--- src/rtl/bk_pkg.sv ---
package bk_pkg;

    // generate / propagate pair describing one bit or one block of bits
    typedef struct packed {
        logic g;
        logic p;
    } gp_t;

    // direction of one row of the prefix tree
    typedef enum logic {
        SWEEP_UP   = 1'b0,
        SWEEP_DOWN = 1'b1
    } sweep_e;

    // combine an upper block with the block directly beneath it
    function automatic gp_t gp_merge(input gp_t hi, input gp_t lo);
        gp_t r;
        r.g = hi.g | (hi.p & lo.g);
        r.p = hi.p & lo.p;
        return r;
    endfunction

endpackage

--- src/rtl/bk_gp_gen.sv ---
module bk_gp_gen
    import bk_pkg::*;
#(
    parameter int WIDTH = 32
) (
    input  logic [WIDTH-1:0] a,
    input  logic [WIDTH-1:0] b,
    input  logic             cin,
    output logic [WIDTH-1:0] prop,
    output gp_t  [WIDTH-1:0] leaf
);
    gp_t carry_node;

    // the incoming carry acts as a generating position below bit 0
    assign carry_node = '{g: cin, p: 1'b0};

    for (genvar i = 0; i < WIDTH; i++) begin : g_bit
        gp_t raw;
        assign raw.g   = a[i] & b[i];
        assign raw.p   = a[i] ^ b[i];
        assign prop[i] = raw.p;
        if (i == 0) begin : g_fold
            assign leaf[i] = gp_merge(raw, carry_node);
        end else begin : g_plain
            assign leaf[i] = raw;
        end
    end
endmodule

--- src/rtl/bk_prefix_row.sv ---
module bk_prefix_row
    import bk_pkg::*;
#(
    parameter int     WIDTH = 32,
    parameter int     LVL   = 0,
    parameter sweep_e MODE  = SWEEP_UP
) (
    input  gp_t [WIDTH-1:0] din,
    output gp_t [WIDTH-1:0] dout
);
    localparam int STEP = 1 << LVL;
    localparam int SPAN = 2 * STEP;

    always_comb begin
        dout = din;
        for (int j = 0; j < WIDTH; j++) begin
            if (MODE == SWEEP_UP) begin
                // top of each aligned group absorbs its lower half
                if (((j + 1) % SPAN) == 0) begin
                    dout[j] = gp_merge(din[j], din[j - STEP]);
                end
            end else begin
                // middle of a group picks up the finished prefix below it
                if ((((j + 1) % SPAN) == STEP) && (j > STEP)) begin
                    dout[j] = gp_merge(din[j], din[j - STEP]);
                end
            end
        end
    end
endmodule

--- src/rtl/bk_prefix_net.sv ---
module bk_prefix_net
    import bk_pkg::*;
#(
    parameter int WIDTH = 32
) (
    input  gp_t [WIDTH-1:0] leaf,
    output gp_t [WIDTH-1:0] prefix
);
    localparam int LEVELS = $clog2(WIDTH);
    localparam int NSTAGE = 2 * LEVELS - 1;

    gp_t [WIDTH-1:0] link [0:NSTAGE];

    assign link[0] = leaf;

    for (genvar u = 0; u < LEVELS; u++) begin : g_up
        bk_prefix_row #(
            .WIDTH (WIDTH),
            .LVL   (u),
            .MODE  (SWEEP_UP)
        ) row_i (
            .din  (link[u]),
            .dout (link[u + 1])
        );
    end

    for (genvar d = 0; d < LEVELS - 1; d++) begin : g_down
        bk_prefix_row #(
            .WIDTH (WIDTH),
            .LVL   (LEVELS - 2 - d),
            .MODE  (SWEEP_DOWN)
        ) row_i (
            .din  (link[LEVELS + d]),
            .dout (link[LEVELS + d + 1])
        );
    end

    assign prefix = link[NSTAGE];
endmodule

--- src/rtl/bk_sum_out.sv ---
module bk_sum_out
    import bk_pkg::*;
#(
    parameter int WIDTH = 32
) (
    input  logic [WIDTH-1:0] prop,
    input  gp_t  [WIDTH-1:0] prefix,
    input  logic             cin,
    output logic [WIDTH-1:0] sum,
    output logic             cout
);
    logic [WIDTH-1:0] carry_in_bit;

    for (genvar i = 0; i < WIDTH; i++) begin : g_carry
        if (i == 0) begin : g_low
            assign carry_in_bit[i] = cin;
        end else begin : g_high
            assign carry_in_bit[i] = prefix[i - 1].g;
        end
    end

    assign sum  = prop ^ carry_in_bit;
    assign cout = prefix[WIDTH - 1].g;
endmodule

--- src/rtl/bk_adder.sv ---
module bk_adder
    import bk_pkg::*;
#(
    parameter int WIDTH = 32
) (
    input  logic [WIDTH-1:0] a,
    input  logic [WIDTH-1:0] b,
    input  logic             cin,
    output logic [WIDTH-1:0] sum,
    output logic             cout
);
    logic [WIDTH-1:0] prop;
    gp_t  [WIDTH-1:0] leaf;
    gp_t  [WIDTH-1:0] prefix;

    bk_gp_gen #(.WIDTH(WIDTH)) gen_i (
        .a    (a),
        .b    (b),
        .cin  (cin),
        .prop (prop),
        .leaf (leaf)
    );

    bk_prefix_net #(.WIDTH(WIDTH)) net_i (
        .leaf   (leaf),
        .prefix (prefix)
    );

    bk_sum_out #(.WIDTH(WIDTH)) out_i (
        .prop   (prop),
        .prefix (prefix),
        .cin    (cin),
        .sum    (sum),
        .cout   (cout)
    );
endmodule

--- config.mk ---
export PLATFORM = sky130hd
export DESIGN_NAME = bk_adder
export DESIGN_NICKNAME = d
export VERILOG_FILES = /design/src/rtl/bk_pkg.sv /design/src/rtl/bk_gp_gen.sv /design/src/rtl/bk_prefix_row.sv /design/src/rtl/bk_prefix_net.sv /design/src/rtl/bk_sum_out.sv /design/src/rtl/bk_adder.sv
export SDC_FILE = /design/constraint.sdc
export NUM_CORES = 1
export LEC_CHECK = 0
export BUFFER_PORTS_ARGS = -buffer_cell sky130_fd_sc_hd__buf_4
export CORE_UTILIZATION = 43
export DETAILED_ROUTE_END_ITERATION = 12
export PLACE_DENSITY = 0.85
export SLEW_MARGIN = 40
export SYNTH_ARGS = -nofsm -noshare
export SYNTH_HDL_FRONTEND = slang
export SYNTH_SLANG_ARGS = --single-unit
--- constraint.sdc ---
create_clock -name vclk -period 2.7
set_input_delay 0.135 -clock vclk [all_inputs]
set_output_delay 0.135 -clock vclk [all_outputs]
set_load 0.02 [all_outputs]
# After elaboration in Yosys (flattened, before gate mapping)
# Index checks and enable logic that the tools add are counted.
dict set report totals {
  ff_bits 0
  latchBits 0
  mem_bits_rw 0
  romBits 0
  input_bits 65
  out_inout_bits 33
  mem_count 0
}
dict set report op_classes {
  add_sub_neg 0
  multipliers 0
  n_div 0
  n_lt_le_gt_ge 0
  eq_ne 0
  n_shift 0
  mux 0
  bitwise_logic 207
  reduce_logical 0
}
# op count
set op_table {}
lappend op_table {{$and 1x1->1} 116}
lappend op_table {{$or 1x1->1} 58}
lappend op_table {{$xor 1x1->1} 32}
lappend op_table {{$xor 32x32->32} 1}

# Logic depth before layout (Yosys ltp)
# Gate-level depths: netlist of the first run.
dict set report logic_depth {
  word_depth 20
  mapped_depth 12
}

# Hierarchy
# Synthesis of the first run repeated with hierarchy kept, for this count alone.
dict set report hier_totals {
  cells_unflattened 675
  hier_area_um2 5263.8
}
# mod n_inst cells_each area_each_um2 seq_area_each_um2
set by_module_without_submodules {}
lappend by_module_without_submodules {bk_prefix_row 9 64 480.5 0.0}
lappend by_module_without_submodules {bk_gp_gen 1 66 651.9 0.0}
lappend by_module_without_submodules {bk_sum_out 1 33 287.8 0.0}

# Worst setup path before layout of the first run
# No wires, ideal clock.
dict set report synth_path {
  path_type {in2out}
  startpoint {in a[0]}
  endpoint {out sum[15]}
  t_arrival_ns 2.555
  t_required_ns 2.565
  path_slack_ns 0.010
  cell_stages 12
  path_buffers 0
  cell_sequence {inv_1 fa_1 inv_1 fa_1 a211oi_1 o21ai_2 o2111ai_2 and2_1 o21a_1 o21ai_0 fa_1 xor2_1}
}
dict set report synth_between {
  elab_chain_len 16
}
# item line
set synth_lines {}
lappend synth_lines {{start: declaration} bk_adder.sv:6} ;# input logic [WIDTH-1:0] a,
lappend synth_lines {{$xor 1x1->1} bk_gp_gen.sv:20} ;# assign raw.p = a[i] ^ b[i];
lappend synth_lines {{$and 1x1->1} bk_pkg.sv:18} ;# r.g = hi.g | (hi.p & lo.g);
lappend synth_lines {{$or 1x1->1 *} bk_pkg.sv:18}
lappend synth_lines {{$and 1x1->1 *} bk_pkg.sv:18}
lappend synth_lines {{$or 1x1->1 *} bk_pkg.sv:18}
lappend synth_lines {{$and 1x1->1 *} bk_pkg.sv:18}
lappend synth_lines {{$or 1x1->1 *} bk_pkg.sv:18}
lappend synth_lines {{$and 1x1->1 *} bk_pkg.sv:18}
lappend synth_lines {{$or 1x1->1 *} bk_pkg.sv:18}
lappend synth_lines {{$and 1x1->1 *} bk_pkg.sv:18}
lappend synth_lines {{$or 1x1->1 *} bk_pkg.sv:18}
lappend synth_lines {{$and 1x1->1 *} bk_pkg.sv:18}
lappend synth_lines {{$or 1x1->1 *} bk_pkg.sv:18}
lappend synth_lines {{$and 1x1->1 *} bk_pkg.sv:18}
lappend synth_lines {{$or 1x1->1 *} bk_pkg.sv:18}
lappend synth_lines {{$xor 32x32->32 *} bk_sum_out.sv:22} ;# assign sum = prop ^ carry_in_bit;
lappend synth_lines {{end: declaration} bk_adder.sv:9} ;# output logic [WIDTH-1:0] sum,
# Every way passes the cells marked *; elsewhere a longest branch is shown, timed or not.

# Worst setup path after layout of the first run
dict set report layout_path {
  startpoint {in a[0]}
  endpoint {out sum[26]}
}
# The elaborated chain is that of the path after synthesis.

==> impl_metrics.py, run 1 <==
metrics = {
    "pwr": {
        "powerDensity_nw_per_um2": 319,
        "ir_drop_mv": 0.207,
        "power_mw": 0.728,
        "p_clk_share_pct": 0,
        "seq_power_share_pct": 0,
        "swShare_pct": 50.9,
        "p_sw_mw": 0.370,
        "leakagePower_nw": 1.25,
        "p_int_mw": 0.357,
        "combPwrFrac_pct": 100.0,
    },
    "yosys": {
        "syn_nets": 266,
        "avgSynthCellArea_um2": 8.75,
        "ys_seq_area_share_pct": 0,
        "synth_top_area_cell": "ha_1",
        "postSynthCellCount": 154,
        "synth.most_common_cell": "ha_1",
        "netlist-cell-type-count": 29,
        "synthTopCellsByCount": "30 x ha_1, 28 x inv_1, 17 x fa_1, 12 x a21oi_1, 11 x nand2_1",
        "yosys_warnings": 0,
        "netlist_area_um2": 1350,
        "synth_top_area_share_pct": 27.9,
        "synthTopCellsByArea": "ha_1 28%, fa_1 25%, inv_1 7.8%",
    },
    "final_layout": {
        "drive_gt1_share_pct": 50.2,
        "fin_util_pct": 80.0,
        "multiInputGateArea_um2": 1300,
        "area_growth_pct": 69.4,
        "nClkBuffers": 0,
        "nFlopsAndLatches": 0,
        "fin_nets": 373,
        "fillers": 212,
        "antennaDiodeCount": 0,
        "seq_area_um2": 0,
    },
    "die": {
        "io_pins": 98,
        "die_h_um": 58.0,
        "die_area_um2": 3360,
        "die_x_um": 58.0,
        "fp-row-count": 19,
        "start_util_pct": 47.2,
        "core-area_um2": 2850,
    },
    "detailed_routing": {
        "vias_per_cell": 5.01,
        "routedWlPerCell_um": 11.9,
        "firstDrtPassIters": 10,
        "vias": 1452,
        "drt_iter0_markers": 31,
        "drcViolationCount": 6,
        "ant_nets": 0,
        "route.final.wire_length_um": 3440,
    },
    "critical_path": {
        "slowest_delay_ns": 0.45,
        "path_buf_inv": 4,
        "required_ns": 2.57,
        "cp.arrival_ns": 2.59,
        "start_kind": "primary input",
        "cp_cell_sequence": "buf_8 -> inv_4 -> fa_2 -> inv_2 -> fa_2 -> a211oi_2 -> o21ai_2 -> o2111ai_4 -> o41ai_4 -> a21boi_2 -> o21bai_1 -> fa_1 -> buf_6",
        "cpMostUsedCell": "fa_2",
        "path_class": "primary input to output port",
        "cpLargestDelayFamily": "compound AO/OA/AOI/OAI gates",
        "cp-end-kind": "output port",
        "crit_path_top_delay_cell": "fa_1",
        "crit_fanout": 4,
    },
    "run_status": {
        "violations": "DRC, setup timing",
        "status": "finished with violations",
    },
    "flow_run": {
        "cap_viol_max_count": 0,
    },
    "timing": {
        "worstMarginPinSlew_ns": 0.410,
        "rsz0062_at_grt": "true",
        "relSlewSlack_pct": 72.6,
        "fin_crit_sh_pct": 101,
        "period_needed_ns": 2.73,
        "fmax_mhz": 367,
        "drv_slew": 0,
        "setup_viol": 3,
        "worst_slack_ns": -0.0253,
        "hold_violations": 0,
    },
    "place": {
        "dp_slack_ns": -0.199,
        "port_buffers": 98,
        "gp_congestion": 0.794,
        "post-dp-hpwl_um": 3160,
    },
    "grt": {
        "overflow": 0,
        "grt_usage_pct": 20.8,
        "grt_max_degree": 6,
        "antenna_found_initial": 0,
        "grt_pass1_vias": 1447,
        "grt_pass1_wl_um": 5680,
    },
    "hold_path": {
        "min_path_type": "primary input to output port",
    },
    "clock_network": {
        "hold_buffers": 0,
    },
}
[through the flow]
step | hold WS [ns] | area, um2 | setup TNS, ns | cells
after floorplan | 0.526 | 1350 | 0 | 154
after global placement | 0.632 | 2160 | -0.624 | 288
after detailed placement | 0.641 | 2160 | -1.68 | 288
after CTS | 0.646 | 2210 | -0.104 | 289
after global routing | 0.670 | 2280 | -0.639 | 290
final | 0.652 | 2280 | -0.0394 | 290
[tightest hold or removal path, stage by stage]
cell	delay (ns)
buf_4	0.09
fa_1	0.15
buf_4	0.14
[cell type report]
cell class                      count  area share [%]
Inverter                           28            4.71
Multi-Input combinational cell    126            57.1
Timing Repair Buffer              105            36.5
Tap cell                           31            1.70
[worst paths after layout]
path              cells past startpoint  startpoint      end  slack (ns)
setup / recovery                     13        a[0]  sum[26]       -0.03
hold / removal                        3        b[4]   sum[4]        0.65
[cell usage in the layout, fill, tap and decap left out, drive strengths merged, types with 3 or more instances in the layout]
cell type,instances
a21o,5
a21oi,13
buf,105
fa,17
ha,30
inv,28
nand2,11
nand4,4
nor2,3
o21ai,11
o21bai,3
xnor2,5
xor2,10
[what timing repair did]
action	in CTS	in global routing
endpoints found under the setup margin	18	18
pin swaps	9	5
gates resized for setup	19	17
buffers inserted	1	1
[cells by family (layout without fill, tap and decap cells)]
logic type | Yosys count | in the layout | synth area share [%]
XOR/XNOR | 15 | 15 | 9.75
AND/OR/NAND/NOR | 21 | 21 | 7.06
buffers and inverters | 28 | 133 | 7.80
AO/OA/AOI/OAI | 43 | 43 | 22.3
adder cells (fa/ha/maj) | 47 | 47 | 53.1
[power by group through the flow]
stage                     combinational [mW]  sequential [mW]  clock, mW
final                                  0.728                0          0
after global routing                   0.791                0          0
after CTS                              0.701                0          0
after detailed placement               0.674                0          0
after global placement                 0.660                0          0
after floorplan                        0.391                0          0
[layer usage]
| layer | share of wire [%] | GRT usage, % |
|---|---|---|
| met5 | 0 | 0 |
| met4 | 2.0 | 4.08 |
| met3 | 5.9 | 1.79 |
| met1 | 41 | 25.4 |
| met2 | 51 | 39.6 |
Note: power is estimated with default switching activity, not from simulation.
==> run 2, diff against run 1 <==
- PLACE_DENSITY: 0.85 -> 0.81
==> run 2 against run 1 <==
The flow still finishes with violations (DRC, setup timing). Count of clock-buffer cells in the layout unchanged. Maximum frequency down 1.5%. Non-clock buffer count increased by 2. Final cell count increased by 0.69%. Utilization decreased by 0.088 points. Combinational power is 1% lower.
==> impl_metrics.py, run 2 (synthesis gave the netlist of run 1 again) <==
metrics = {
    "flow_run": {
        "cap_viol_max_count": 0,
    },
    "timing": {
        "rsz0062_at_grt": "true",
        "hold_slack_ns": 0.656,
        "period_needed_ns": 2.77,
        "drv_slew": 0,
        "hold_violations": 0,
        "setup_viol": 6,
        "worst_slack_ns": -0.0663,
        "worstMarginPinSlew_ns": 0.439,
        "relSlewSlack_pct": 70.7,
        "final.setup.tns_ns": -0.201,
        "fmax_mhz": 361,
        "fin_crit_sh_pct": 102,
    },
    "critical_path": {
        "cp-end-kind": "output port",
        "start_kind": "primary input",
        "path_class": "primary input to output port",
        "required_ns": 2.57,
        "cp.arrival_ns": 2.63,
        "crit_fanout": 4,
    },
    "grt": {
        "grt_pass1_vias": 1476,
        "antenna_found_initial": 0,
        "grt_max_degree": 5,
        "overflow": 0,
        "grt_pass1_wl_um": 5730,
        "grt_usage_pct": 20.7,
    },
    "detailed_routing": {
        "route.final.wire_length_um": 3480,
        "vias": 1477,
        "drt_iter0_markers": 18,
        "drcViolationCount": 7,
        "ant_nets": 0,
        "firstDrtPassIters": 8,
        "vias_per_cell": 5.06,
        "routedWlPerCell_um": 11.9,
    },
    "final_layout": {
        "drive_gt1_share_pct": 50.2,
        "multiInputGateArea_um2": 1300,
        "antennaDiodeCount": 0,
        "fin_nets": 375,
        "layout_common_cells": "98 x buf_4, 30 x ha_1, 23 x inv_1",
        "stdcell_count": 292,
        "fillers": 220,
        "area_growth_pct": 69.2,
        "nFlopsAndLatches": 0,
        "seq_area_um2": 0,
        "layout_commonest_cell": "buf_4",
        "nClkBuffers": 0,
    },
    "run_status": {
        "status": "finished with violations",
        "violations": "DRC, setup timing",
    },
    "place": {
        "gp_congestion": 0.765,
        "port_buffers": 98,
        "post-dp-hpwl_um": 3020,
        "dp_cells": 288,
        "dp_slack_ns": -0.168,
    },
    "hold_path": {
        "holdPathEnd": "sum[16]",
        "min_path_type": "primary input to output port",
        "min_path_cells": 3,
        "hold_start": "b[16]",
    },
    "die": {
        "core-area_um2": 2850,
        "die_x_um": 58.0,
        "die_h_um": 58.0,
        "die_area_um2": 3360,
        "io_pins": 98,
        "start_util_pct": 47.2,
        "fp-row-count": 19,
    },
    "pwr": {
        "leakagePower_nw": 1.26,
        "ir_drop_mv": 0.220,
        "powerDensity_nw_per_um2": 316,
    },
    "clock_network": {
        "hold_buffers": 0,
    },
}
## run 2: report_power, final
part	leakage, nW	switching (mW)	internal [mW]
sequential	0	0	0
clock	0	0	0
combinational	1.26	0.368	0.353
## run 2: metal layers
| layer | share of wire, % | up-vias | track usage [%] |
|---|---|---|---|
| met1 | 41 | 669 | 25.3 |
| met4 | 1.7 | 0 | 3.40 |
| met3 | 5.4 | 6 | 0.446 |
| met5 | 0 | - | 0 |
| li1 | - | 745 | - |
| met2 | 52 | 57 | 40.6 |
## run 2: critical path: stages
cell and delay (ns):
buf_6 0.07, inv_2 0.03, fa_2 0.38, inv_2 0.06, fa_2 0.20, a211oi_2 0.07, o21ai_2 0.18, o2111ai_4 0.17
o41ai_4 0.40, a21boi_2 0.12, o21bai_1 0.20, fa_1 0.46, buf_6 0.15
## run 2: area by class of cell
cell class                 instances  share of cell area (%)
multi-input combinational        126                    57.0
timing repair buffer             107                    36.7
tap                               31                    1.70
inverter                          28                    4.61
## run 2: metrics by stage
| step | utilization [%] | power [mW] | instance area, um2 |
|---|---|---|---|
| floorplan | - | 0.391 | 1350 |
| finish | 79.9 | 0.721 | 2280 |
| detailed placement | 75.7 | 0.671 | 2160 |
| CTS | 77.1 | 0.687 | 2200 |
| global placement | 75.7 | 0.663 | 2160 |
| global route | 79.9 | 0.785 | 2280 |
## run 2: worst max path at each step
stage                    to  start  cells past startpoint
detailed placement  sum[27]   a[0]                     14
floorplan           sum[15]   a[0]                     12
global placement    sum[31]   a[0]                     14
global route        sum[30]   a[0]                     13
finish              sum[26]   a[0]                     13
CTS                 sum[15]    cin                     14
## run 2: what timing repair did
| item | CTS | global route |
|---|---|---|
| buffers inserted | 1 | 3 |
| hold endpoints to repair | 0 | 0 |
| gates resized for setup | 13 | 18 |
| pin swaps | 4 | 6 |
| endpoints found under the setup margin | 17 | 18 |
